## config.mk

```make
export PLATFORM = sky130hd
export DESIGN_NAME = nest_irq_ctrl
export DESIGN_NICKNAME = d
export VERILOG_FILES = /design/src/rtl/nic_pkg.sv /design/src/rtl/nic_src_flag.sv /design/src/rtl/nic_arbiter.sv /design/src/rtl/nic_isr_track.sv /design/src/rtl/nest_irq_ctrl.sv
export SDC_FILE = /design/constraint.sdc
export NUM_CORES = 1
export LEC_CHECK = 0
export BUFFER_PORTS_ARGS = -buffer_cell sky130_fd_sc_hd__buf_4
export CORE_UTILIZATION = 38
export DETAILED_ROUTE_END_ITERATION = 7
export PLACE_DENSITY_LB_ADDON = 0.3
export SLEW_MARGIN = 20
export SYNTH_ARGS = -nofsm -noshare
export SYNTH_HDL_FRONTEND = slang
export SYNTH_SLANG_ARGS = --single-unit
```

## constraint.sdc

```tcl
create_clock -name clk -period 7.7 [get_ports clk]
set_input_delay 1.155 -clock clk [delete_from_list [all_inputs] [get_ports clk]]
set_output_delay 1.155 -clock clk [all_outputs]
set_load 0.005 [all_outputs]
```

## src/rtl/nic_pkg.sv

```systemverilog
package nic_pkg;

   localparam int REG_ADDR_W = 3;

   typedef enum logic [REG_ADDR_W-1:0] {
      RA_ENABLE = 3'd0,
      RA_FLAGS  = 3'd1,
      RA_CTRL   = 3'd2,
      RA_PRIO0  = 3'd3
   } reg_addr_e;

endpackage

```

## src/rtl/nic_src_flag.sv

```systemverilog
module nic_src_flag #(
   parameter bit IS_LEVEL = 1'b0,
   parameter bit AUTO_CLR = 1'b0
) (
   input  logic clk,
   input  logic rst_n,
   input  logic evt,
   input  logic sw_clr,
   input  logic vec_taken,
   output logic flag
);

   logic set_now;
   logic auto_hit;

   assign auto_hit = vec_taken & AUTO_CLR;

   generate
      if (IS_LEVEL) begin : g_level
         assign set_now = evt;
      end else begin : g_pulse
         logic evt_d;
         always_ff @(posedge clk or negedge rst_n) begin
            if (!rst_n) evt_d <= 1'b0;
            else        evt_d <= evt;
         end
         assign set_now = evt & ~evt_d;
      end
   endgenerate

   always_ff @(posedge clk or negedge rst_n) begin
      if (!rst_n) flag <= 1'b0;
      else        flag <= (flag & ~sw_clr & ~auto_hit) | set_now;
   end

endmodule

```

## src/rtl/nic_arbiter.sv

```systemverilog
module nic_arbiter #(
   parameter int NUM_SRC = 6,
   parameter int PRIO_W  = 2,
   parameter int SRC_W   = 3
) (
   input  logic [NUM_SRC-1:0]        req,
   input  logic [NUM_SRC*PRIO_W-1:0] prio_flat,
   input  logic                      floor_vld,
   input  logic [PRIO_W-1:0]         floor_lvl,
   output logic                      win_vld,
   output logic [SRC_W-1:0]          win_idx,
   output logic [PRIO_W-1:0]         win_lvl
);

   always_comb begin
      win_vld = 1'b0;
      win_idx = '0;
      win_lvl = '0;
      for (int i = 0; i < NUM_SRC; i++) begin
         if (req[i]
             && (!floor_vld || prio_flat[i*PRIO_W +: PRIO_W] > floor_lvl)
             && (!win_vld   || prio_flat[i*PRIO_W +: PRIO_W] > win_lvl)) begin
            win_vld = 1'b1;
            win_idx = SRC_W'(i);
            win_lvl = prio_flat[i*PRIO_W +: PRIO_W];
         end
      end
   end

endmodule

```

## src/rtl/nic_isr_track.sv

```systemverilog
module nic_isr_track #(
   parameter int PRIO_W = 2
) (
   input  logic                    clk,
   input  logic                    rst_n,
   input  logic                    push,
   input  logic [PRIO_W-1:0]       push_lvl,
   input  logic                    pop,
   output logic [(1<<PRIO_W)-1:0]  isr,
   output logic                    busy,
   output logic [PRIO_W-1:0]       top_lvl
);

   localparam int NUM_LVL = 1 << PRIO_W;
   localparam logic [NUM_LVL-1:0] ONE = {{(NUM_LVL-1){1'b0}}, 1'b1};

   logic [NUM_LVL-1:0] pop_mask;
   logic [NUM_LVL-1:0] push_mask;

   always_comb begin
      top_lvl = '0;
      for (int l = 0; l < NUM_LVL; l++) begin
         if (isr[l]) top_lvl = PRIO_W'(l);
      end
   end

   assign busy      = |isr;
   assign pop_mask  = (pop && busy) ? (ONE << top_lvl) : '0;
   assign push_mask = push ? (ONE << push_lvl) : '0;

   always_ff @(posedge clk or negedge rst_n) begin
      if (!rst_n) isr <= '0;
      else        isr <= (isr & ~pop_mask) | push_mask;
   end

endmodule

```

## src/rtl/nest_irq_ctrl.sv

```systemverilog
module nest_irq_ctrl
   import nic_pkg::*;
#(
   parameter int                 NUM_SRC       = 6,
   parameter int                 PRIO_W        = 2,
   parameter int                 VEC_W         = 16,
   parameter int unsigned        VEC_BASE      = 3,
   parameter logic [NUM_SRC-1:0] LEVEL_MASK    = 6'b010010,
   parameter logic [NUM_SRC-1:0] AUTO_CLR_MASK = 6'b000000
) (
   input  logic                  clk,
   input  logic                  rst_n,
   input  logic                  reg_wr,
   input  logic [REG_ADDR_W-1:0] reg_addr,
   input  logic [7:0]            reg_wdata,
   output logic [7:0]            reg_rdata,
   input  logic [NUM_SRC-1:0]    src_evt,
   input  logic                  insn_bound,
   input  logic                  call_done,
   input  logic                  reti,
   output logic                  vec_valid,
   output logic [VEC_W-1:0]      vec_addr
);

   localparam int NUM_LVL       = 1 << PRIO_W;
   localparam int SRC_W         = (NUM_SRC > 1) ? $clog2(NUM_SRC) : 1;
   localparam int FLD_PER_BYTE  = 8 / PRIO_W;
   localparam int NUM_PRI_BYTES = (NUM_SRC + FLD_PER_BYTE - 1) / FLD_PER_BYTE;

   // elaboration-time parameter checks
   if (NUM_SRC < 2 || NUM_SRC > 8) begin : g_bad_nsrc
      $error("nest_irq_ctrl: NUM_SRC must be 2..8");
   end
   if (PRIO_W != 1 && PRIO_W != 2 && PRIO_W != 4) begin : g_bad_prio
      $error("nest_irq_ctrl: PRIO_W must be 1, 2 or 4");
   end
   if (int'(RA_PRIO0) + NUM_PRI_BYTES > (1 << REG_ADDR_W)) begin : g_bad_map
      $error("nest_irq_ctrl: priority bytes exceed address space");
   end
   if ((LEVEL_MASK & AUTO_CLR_MASK) != '0) begin : g_bad_mask
      $error("nest_irq_ctrl: level sources cannot be auto-cleared");
   end
   if (VEC_W < 4 || VEC_W > 32) begin : g_bad_vw
      $error("nest_irq_ctrl: VEC_W must be 4..32");
   end

   logic [NUM_SRC-1:0]        en_q;
   logic                      gie_q;
   logic [NUM_SRC-1:0]        flag_vec;
   logic [NUM_SRC-1:0]        req;
   logic [NUM_SRC-1:0]        sw_clr;
   logic [NUM_SRC-1:0]        taken;
   logic [PRIO_W-1:0]         prio_q [NUM_SRC];
   logic [NUM_SRC*PRIO_W-1:0] prio_flat;
   logic [7:0]                pri_rd [NUM_PRI_BYTES];

   logic                      win_vld;
   logic [SRC_W-1:0]          win_idx;
   logic [PRIO_W-1:0]         win_lvl;
   logic                      ack;

   logic [NUM_LVL-1:0]        isr_bits;
   logic                      isr_busy;
   logic [PRIO_W-1:0]         isr_top;

   logic                      vec_valid_q;
   logic [VEC_W-1:0]          vec_addr_q;

   logic                      wr_flags;

   assign wr_flags = reg_wr && (reg_addr == RA_FLAGS);

   // per-source flag cells and priority fields
   for (genvar i = 0; i < NUM_SRC; i++) begin : g_src
      nic_src_flag #(
         .IS_LEVEL (LEVEL_MASK[i]),
         .AUTO_CLR (AUTO_CLR_MASK[i])
      ) u_flag (
         .clk       (clk),
         .rst_n     (rst_n),
         .evt       (src_evt[i]),
         .sw_clr    (sw_clr[i]),
         .vec_taken (taken[i]),
         .flag      (flag_vec[i])
      );

      assign sw_clr[i] = wr_flags & reg_wdata[i];
      assign taken[i]  = ack && (win_idx == SRC_W'(i));

      always_ff @(posedge clk or negedge rst_n) begin
         if (!rst_n)
            prio_q[i] <= '0;
         else if (reg_wr && reg_addr == REG_ADDR_W'(int'(RA_PRIO0) + i / FLD_PER_BYTE))
            prio_q[i] <= reg_wdata[(i % FLD_PER_BYTE)*PRIO_W +: PRIO_W];
      end

      assign prio_flat[i*PRIO_W +: PRIO_W] = prio_q[i];
   end

   // enable and global-enable registers
   always_ff @(posedge clk or negedge rst_n) begin
      if (!rst_n) begin
         en_q  <= '0;
         gie_q <= 1'b0;
      end else if (reg_wr) begin
         if (reg_addr == RA_ENABLE) en_q  <= reg_wdata[NUM_SRC-1:0];
         if (reg_addr == RA_CTRL)   gie_q <= reg_wdata[0];
      end
   end

   assign req = flag_vec & en_q & {NUM_SRC{gie_q}};

   nic_arbiter #(
      .NUM_SRC (NUM_SRC),
      .PRIO_W  (PRIO_W),
      .SRC_W   (SRC_W)
   ) u_arb (
      .req       (req),
      .prio_flat (prio_flat),
      .floor_vld (isr_busy),
      .floor_lvl (isr_top),
      .win_vld   (win_vld),
      .win_idx   (win_idx),
      .win_lvl   (win_lvl)
   );

   assign ack = insn_bound && !vec_valid_q && win_vld;

   nic_isr_track #(
      .PRIO_W (PRIO_W)
   ) u_isr (
      .clk      (clk),
      .rst_n    (rst_n),
      .push     (ack),
      .push_lvl (win_lvl),
      .pop      (reti),
      .isr      (isr_bits),
      .busy     (isr_busy),
      .top_lvl  (isr_top)
   );

   // vector request held until the call completes
   always_ff @(posedge clk or negedge rst_n) begin
      if (!rst_n) begin
         vec_valid_q <= 1'b0;
         vec_addr_q  <= '0;
      end else if (ack) begin
         vec_valid_q <= 1'b1;
         vec_addr_q  <= VEC_W'(VEC_BASE) + (VEC_W'(win_idx) << 3);
      end else if (call_done) begin
         vec_valid_q <= 1'b0;
      end
   end

   assign vec_valid = vec_valid_q;
   assign vec_addr  = vec_addr_q;

   // register read mux
   always_comb begin
      for (int b = 0; b < NUM_PRI_BYTES; b++) pri_rd[b] = '0;
      for (int i = 0; i < NUM_SRC; i++)
         pri_rd[i / FLD_PER_BYTE][(i % FLD_PER_BYTE)*PRIO_W +: PRIO_W] = prio_q[i];

      reg_rdata = '0;
      if (reg_addr == RA_ENABLE)
         reg_rdata[NUM_SRC-1:0] = en_q;
      else if (reg_addr == RA_FLAGS)
         reg_rdata[NUM_SRC-1:0] = flag_vec;
      else if (reg_addr == RA_CTRL)
         reg_rdata[0] = gie_q;
      else begin
         for (int b = 0; b < NUM_PRI_BYTES; b++)
            if (reg_addr == REG_ADDR_W'(int'(RA_PRIO0) + b)) reg_rdata = pri_rd[b];
      end
   end

endmodule

```

==> results of run 1 <==
how the worst min path moves through the flow:
stage	startpoint	end	slack (ns)	depth (start not counted)
after floorplan	g_src[0].u_flag.g_pulse.evt_d	g_src[0].u_flag.flag	0.40	1
after global placement	g_src[5].u_flag.g_pulse.evt_d	g_src[5].u_flag.flag	0.40	1
after detailed placement	g_src[5].u_flag.g_pulse.evt_d	g_src[5].u_flag.flag	0.42	1
after CTS	g_src[5].u_flag.g_pulse.evt_d	g_src[5].u_flag.flag	0.43	1
after global routing	g_src[5].u_flag.g_pulse.evt_d	g_src[5].u_flag.flag	0.44	1
final	g_src[5].u_flag.g_pulse.evt_d	g_src[5].u_flag.flag	0.43	1
power breakdown:
| part | internal (mW) | total (mW) | switching, mW |
|---|---|---|---|
| Sequential | 0.241 | 0.287 | 0.0461 |
| Clock | 0.0738 | 0.151 | 0.0768 |
| Combinational | 0.407 | 0.786 | 0.379 |
| Total | 0.721 | 1.22 | 0.502 |
registers in the layout, indices dropped and copies added (netlist names):
signal / cells
pri_rd: 12
g_src.u_flag.flag: 6
vec_addr: 4
en_q: 6
gie_q: 1
g_src.u_flag.g_pulse.evt_d: 4
vec_valid: 1
u_isr.isr: 4
metrics by stage:
step | TNS (ns) | total power, mW | utilization (%) | cells
floorplan | 0 | 0.683 | - | 295
global placement | 0 | 0.846 | 46.0 | 401
detailed placement | -0.366 | 0.865 | 46.0 | 401
CTS | 0 | 1.03 | 47.8 | 409
global route | -0.497 | 1.33 | 51.9 | 420
finish | 0 | 1.22 | 51.9 | 420
placed cells by master (no fill, tap or decap), types with 2 or more instances in the layout:
cell type,n
o21ai_2,4
a21o_1,5
nor3_1,3
dfrtp_1,37
o21ai_1,4
mux2_4,4
clkbuf_8,6
conb_1,11
a32o_1,2
o21ai_0,26
nand2_1,33
nand2_2,2
a21o_2,2
mux2i_1,3
nor2b_1,7
a31oi_1,3
mux2_2,17
o31ai_2,2
nor2b_4,3
nand3_1,8
ha_1,16
a21oi_2,3
inv_1,21
buf_4,57
a21oi_1,12
and2_4,2
nor2_1,9
ha_4,5
and3_1,2
nand2b_1,2
cells by family after synthesis:
logic type | share of synthesized area [%]
AND/OR/NAND/NOR | 14.9
AO/OA/AOI/OAI | 19.6
buffers and inverters | 7.41
flip-flops | 36.6
multiplexers | 10.8
adder cells (fa/ha/maj) | 10.6
other | 0.144
worst max-delay path: cells and delay by family, from the launching register on:
kind,cells,cell delay (ns)
mux,2,0.68
flops,1,0.43
buf+inv,2,0.25
compound gates,20,3.35
fa+ha+maj,6,1.52
simple gates,9,1.15
cell type report:
cell class | instances | share of cell area [%]
inverter | 21 | 2.35
clock inverter | 2 | 0.485
multi-input combinational | 218 | 50.3
sequential | 38 | 28.4
clock buffer | 6 | 2.46
tap | 77 | 2.87
timing repair buffer | 58 | 13.1
metal layers:
layer / wire [um] / vias up / part of all wire [%]
li1: - / 1099 / -
met4: 87 / 0 / 1.3
met3: 295 / 12 / 4.5
met5: 0 / - / 0
met1: 2890 / 1081 / 45
met2: 3220 / 71 / 50
timing repair:
action | CTS | global route
endpoints found under the setup margin | 4 | 7
setup buffers | 0 | 11
pin swaps | 1 | 22
hold buffers | 0 | 0
resized for setup | 6 | 38
==> run metrics, run 1 <==
status complete, no violations; R2R depth 39; routed length per instance around 15 um; Synth area leader dfrtp_1; area added between synthesis and finish 29.0%; pin count of the biggest net entering global routing 39; Mapped Area between 2000 and 3000 um2; Hold Slack between 0.4 and 0.5 ns; H-tree Lvls 2; Inserted Clock Buffers 5; most frequent CP cell o21ai_1; Post-DRT Antenna Nets 0; CP required ~8 ns; Clock Path Buffers 2; Post-synth top cells dfrtp_1 (38), nand2_1 (35), o21ai_0 (32); crit path DAT 7.68 ns; leakage 1.60 nW; number of fill cells 579; max-slew violations 0; Fmax between 0.1 and 0.15 GHz; CP endpoint u_isr.isr[3]; Worst path max stage delay roughly 0.43 ns; met2 capacity usage during global routing around a third; final net count 387; async set-reset flop share out of synthesis between 90% and 100%; Netlist cell types 45; gr ovfl total 0; total track usage 18.6%; Final Hold Fails 0; number of enable flip-flop cells after synthesis 0; number of global-route vias before repair between 2000 and 2500; port bufs 36; Clock Sink Count 38; Die ar. 7170 um2; worst hold path class reg2reg; FP Rows 29; largest cells by area after synthesis dfrtp_1 (37%), ha_1 (11%), mux2_2 (8.7%); Critical Path Sink Type flop; core area between 6000 and 7000 um2; die height approximately 85 um; Ys Warns 0; die width ~85 um; Crit Path Category reg2reg; FF-to-FF setup slack slightly above 0.2 ns; Worst-Skew Late Latency ~0.30 ns; Seq/Total Area, Yosys between 30% and 40%; busiest grt layer met2; Synth Flop Type dfrtp_1; unrepaired setup endpoints after global routing yes; most common cell in the netlist dfrtp_1; dpl ws -0.131 ns; Detailed Route WL around 6500 um; peak supply drop approximately 0.14 mV; area of the multi-input gates between 1500 and 2000 um2; top-area cell type share of the netlist area 36.6%; Critical Path Start u_isr.isr[2]; worst slew pin tran approximately 0.94 ns; PwrDens approximately 360 nW/um2; crit share post-route 97.4%; Avg Inst Size Synth around 9.1 um2; Seq cells post-synth 38; startpoint types flop; drt first pass iters 6; Via density 5.39; ANT cells 0; M1 GR Usage 23.4%; cell area after layout roughly 3400 um2; fin crit period roughly 7.5 ns; Initial Utilization 40.2%; reg2reg start u_isr.isr[2]; Area after DPL 2970 um2; wire length of the first global-routing pass around 10000 um; GRT met3 Usage 3.83%; initial antenna violation count 0; Placer Congestion between 0.8 and 0.9; DP HPWL between 4000 and 5000 um; share of cells above drive strength 1 between 30% and 40%; setup ws final ~0.20 ns; Final setup viols 0; TritonCTS clock tree yes; Worst R2R End u_isr.isr[3]; Mapped Cells 285; skew final between 0.01 and 0.015 ns; first-iteration detailed-routing DRC count ~120; CTS Root Cell clkbuf_8; CP Max Fanout 5; CP max stage cell dfrtp_1; register area between 900 and 1000 um2; vias between 2000 and 2500; Ports 48; total of max-cap violations 0; DRC 0; CTS clk-pin slew, worst paths about 0.090 ns; Slew headroom 36.6%
Note: power is estimated with default switching activity, not from simulation.
==> run 2, diff against run 1 <==
--- a/config.mk
+++ b/config.mk
@@ -12,4 +12,5 @@
 export SLEW_MARGIN = 20
 export SYNTH_ARGS = -nofsm -noshare
 export SYNTH_HDL_FRONTEND = slang
+export SYNTH_HIERARCHICAL = 1
 export SYNTH_SLANG_ARGS = --single-unit
==> constraint.sdc (replaced) <==
create_clock -name clk -period 8.85 [get_ports clk]
set_input_delay 1.3275 -clock clk [delete_from_list [all_inputs] [get_ports clk]]
set_output_delay 1.3275 -clock clk [all_outputs]
set_load 0.005 [all_outputs]
==> run metrics, run 2 <==
status complete, no violations; Die ar. 7510 um2; wire length of the first global-routing pass 10000 um; Critical Path Sink Type flop; Slew headroom 55.1%; number of fill cells about 670; port bufs 36; Final setup viols 0; hold buffers post-CTS 0; CP Max Fanout 7; unrepaired setup endpoints after global routing no; gr ovfl total 0; PwrDens ~270 nW/um2; Internal between 0.5 and 0.6 mW; power share of the clock group about 16%; ANT cells 0; Ports 48; CP required about 9 ns; pin count of the biggest net entering global routing 39; net switching power between 0.3 and 0.4 mW; Comb pwr share between 50 and 60%; Inserted Clock Buffers 5; worst slew pin tran 0.667 ns; Worst-Skew Late Latency about 0.28 ns; Final Hold Fails 0; drt first pass iters 4; H-tree Lvls 2; most frequent cells in the layout dfrtp_1 (38), buf_4 (37), inv_1 (24); Worst path max stage delay around 0.47 ns; TritonCTS clock tree yes; R2R depth 37; max FFs per register 12; Clock Sink Count 38; post-CTS setup buffers 0; CTS Root Cell clkbuf_8; die width between 80 and 90 um; reg2reg start u_isr/isr[3]; Final TNS setup 0 ns; number of global-route vias before repair 2108; die height 86.6 um; crit share post-route roughly nine tenths; first-iteration detailed-routing DRC count 95; Placer Congestion a little over 0.8; FP Rows 30; crit path DAT around 8.1 ns; sequential share of power about 30%; area added between synthesis and finish 15.9%; post_cts resized 0; Clock Path Buffers 2; Initial Utilization about two fifths; startpoint types flop; CP max stage cell a222oi_1; vias roughly 2100; total of max-cap violations 0; CP endpoint u_isr/isr[0]; worst hold path class reg2reg; Avg Inst Size Synth ~10 um2; peak supply drop between 0.1 and 0.15 mV; total power draw approximately 0.84 mW; total track usage between 10% and 20%; area of the multi-input gates around 1600 um2; share of cells above drive strength 1 between 20% and 30%; skew final approximately 0.0033 ns; leakage 1.52 nW; CTS clk-pin slew, worst paths about 0.070 ns; Mapped Area 2720 um2; Critical Path Start u_isr/isr[3]; Mapped Cells roughly 280; register area about 950 um2; final net count ~360; Via density approximately 5.1; fin crit period roughly 7.9 ns; core area slightly below 7000 um2; most common cell after layout, fill and taps aside dfrtp_1; Crit Path Category reg2reg; Detailed Route WL 5830 um; DRC 0; Worst R2R End u_isr/isr[0]; FF-to-FF setup slack 0.92 ns; Post-DRT Antenna Nets 0; Fmax approximately 0.13 GHz; routed length per instance roughly 14 um; Sw Ratio 40.6%; max-slew violations 0; initial antenna violation count 0; most frequent CP cell ha_1; Ys Warns 6; DP HPWL between 4000 and 5000 um
[run 2: metrics by stage]
step	util [%]	hold WS [ns]	cells	setup WS (ns)	cell area, um2
CTS	46.0	0.432	413	0.996	3160
detailed placement	44.4	0.421	405	1.04	3050
global route	46.0	0.441	413	0.327	3160
finish	46.0	0.428	413	0.920	3160
floorplan	-	0.414	288	1.85	2760
global placement	44.4	0.415	405	1.08	3050
[run 2: worst min path at each step]
stage,from,cells after the start,to,slack [ns]
global route,g_src[3].u_flag/g_pulse.evt_d,1,g_src[3].u_flag/flag,0.44
CTS,g_src[0].u_flag/g_pulse.evt_d,1,g_src[0].u_flag/flag,0.43
floorplan,g_src[0].u_flag/g_pulse.evt_d,1,g_src[0].u_flag/flag,0.41
finish,g_src[0].u_flag/g_pulse.evt_d,1,g_src[0].u_flag/flag,0.43
global placement,g_src[0].u_flag/g_pulse.evt_d,1,g_src[0].u_flag/flag,0.41
detailed placement,g_src[0].u_flag/g_pulse.evt_d,1,g_src[0].u_flag/flag,0.42
[run 2: metal layers]
| metal | global-route usage [%] | part of all wire [%] | vias up | wire (um) |
|---|---|---|---|---|
| met2 | 29.4 | 49 | 44 | 2880 |
| met5 | 0 | 0 | - | 0 |
| met1 | 21.8 | 47 | 991 | 2740 |
| met4 | 5.30 | 0.50 | 0 | 29 |
| li1 | - | - | 1057 | - |
| met3 | 3.05 | 3.1 | 2 | 182 |
[run 2: power groups by stage]
stage,Clock [mW],Sequential [mW],Combinational [mW]
6_report,0.138,0.247,0.458
2_1_floorplan,0,0.237,0.348
3_3_place_gp,0,0.249,0.441
3_5_place_dp,0,0.251,0.453
4_1_cts,0.144,0.247,0.456
5_1_grt,0.149,0.253,0.528
[run 2: final cells by class]
| class | instances | area share, % |
|---|---|---|
| tap | 96 | 3.80 |
| inverter | 26 | 3.09 |
| timing repair buffer | 37 | 8.80 |
| clock buffer | 8 | 3.49 |
| sequential | 38 | 30.1 |
| multi-input combinational | 208 | 50.7 |
[run 2: worst max-delay path, delay by kind of cell, from the launching register on]
family / cells / cell delay [ns]
fa+ha+maj: 6 / 1.59
buf+inv: 2 / 0.22
simple gates: 11 / 1.70
compound gates: 18 / 3.89
flops: 1 / 0.42
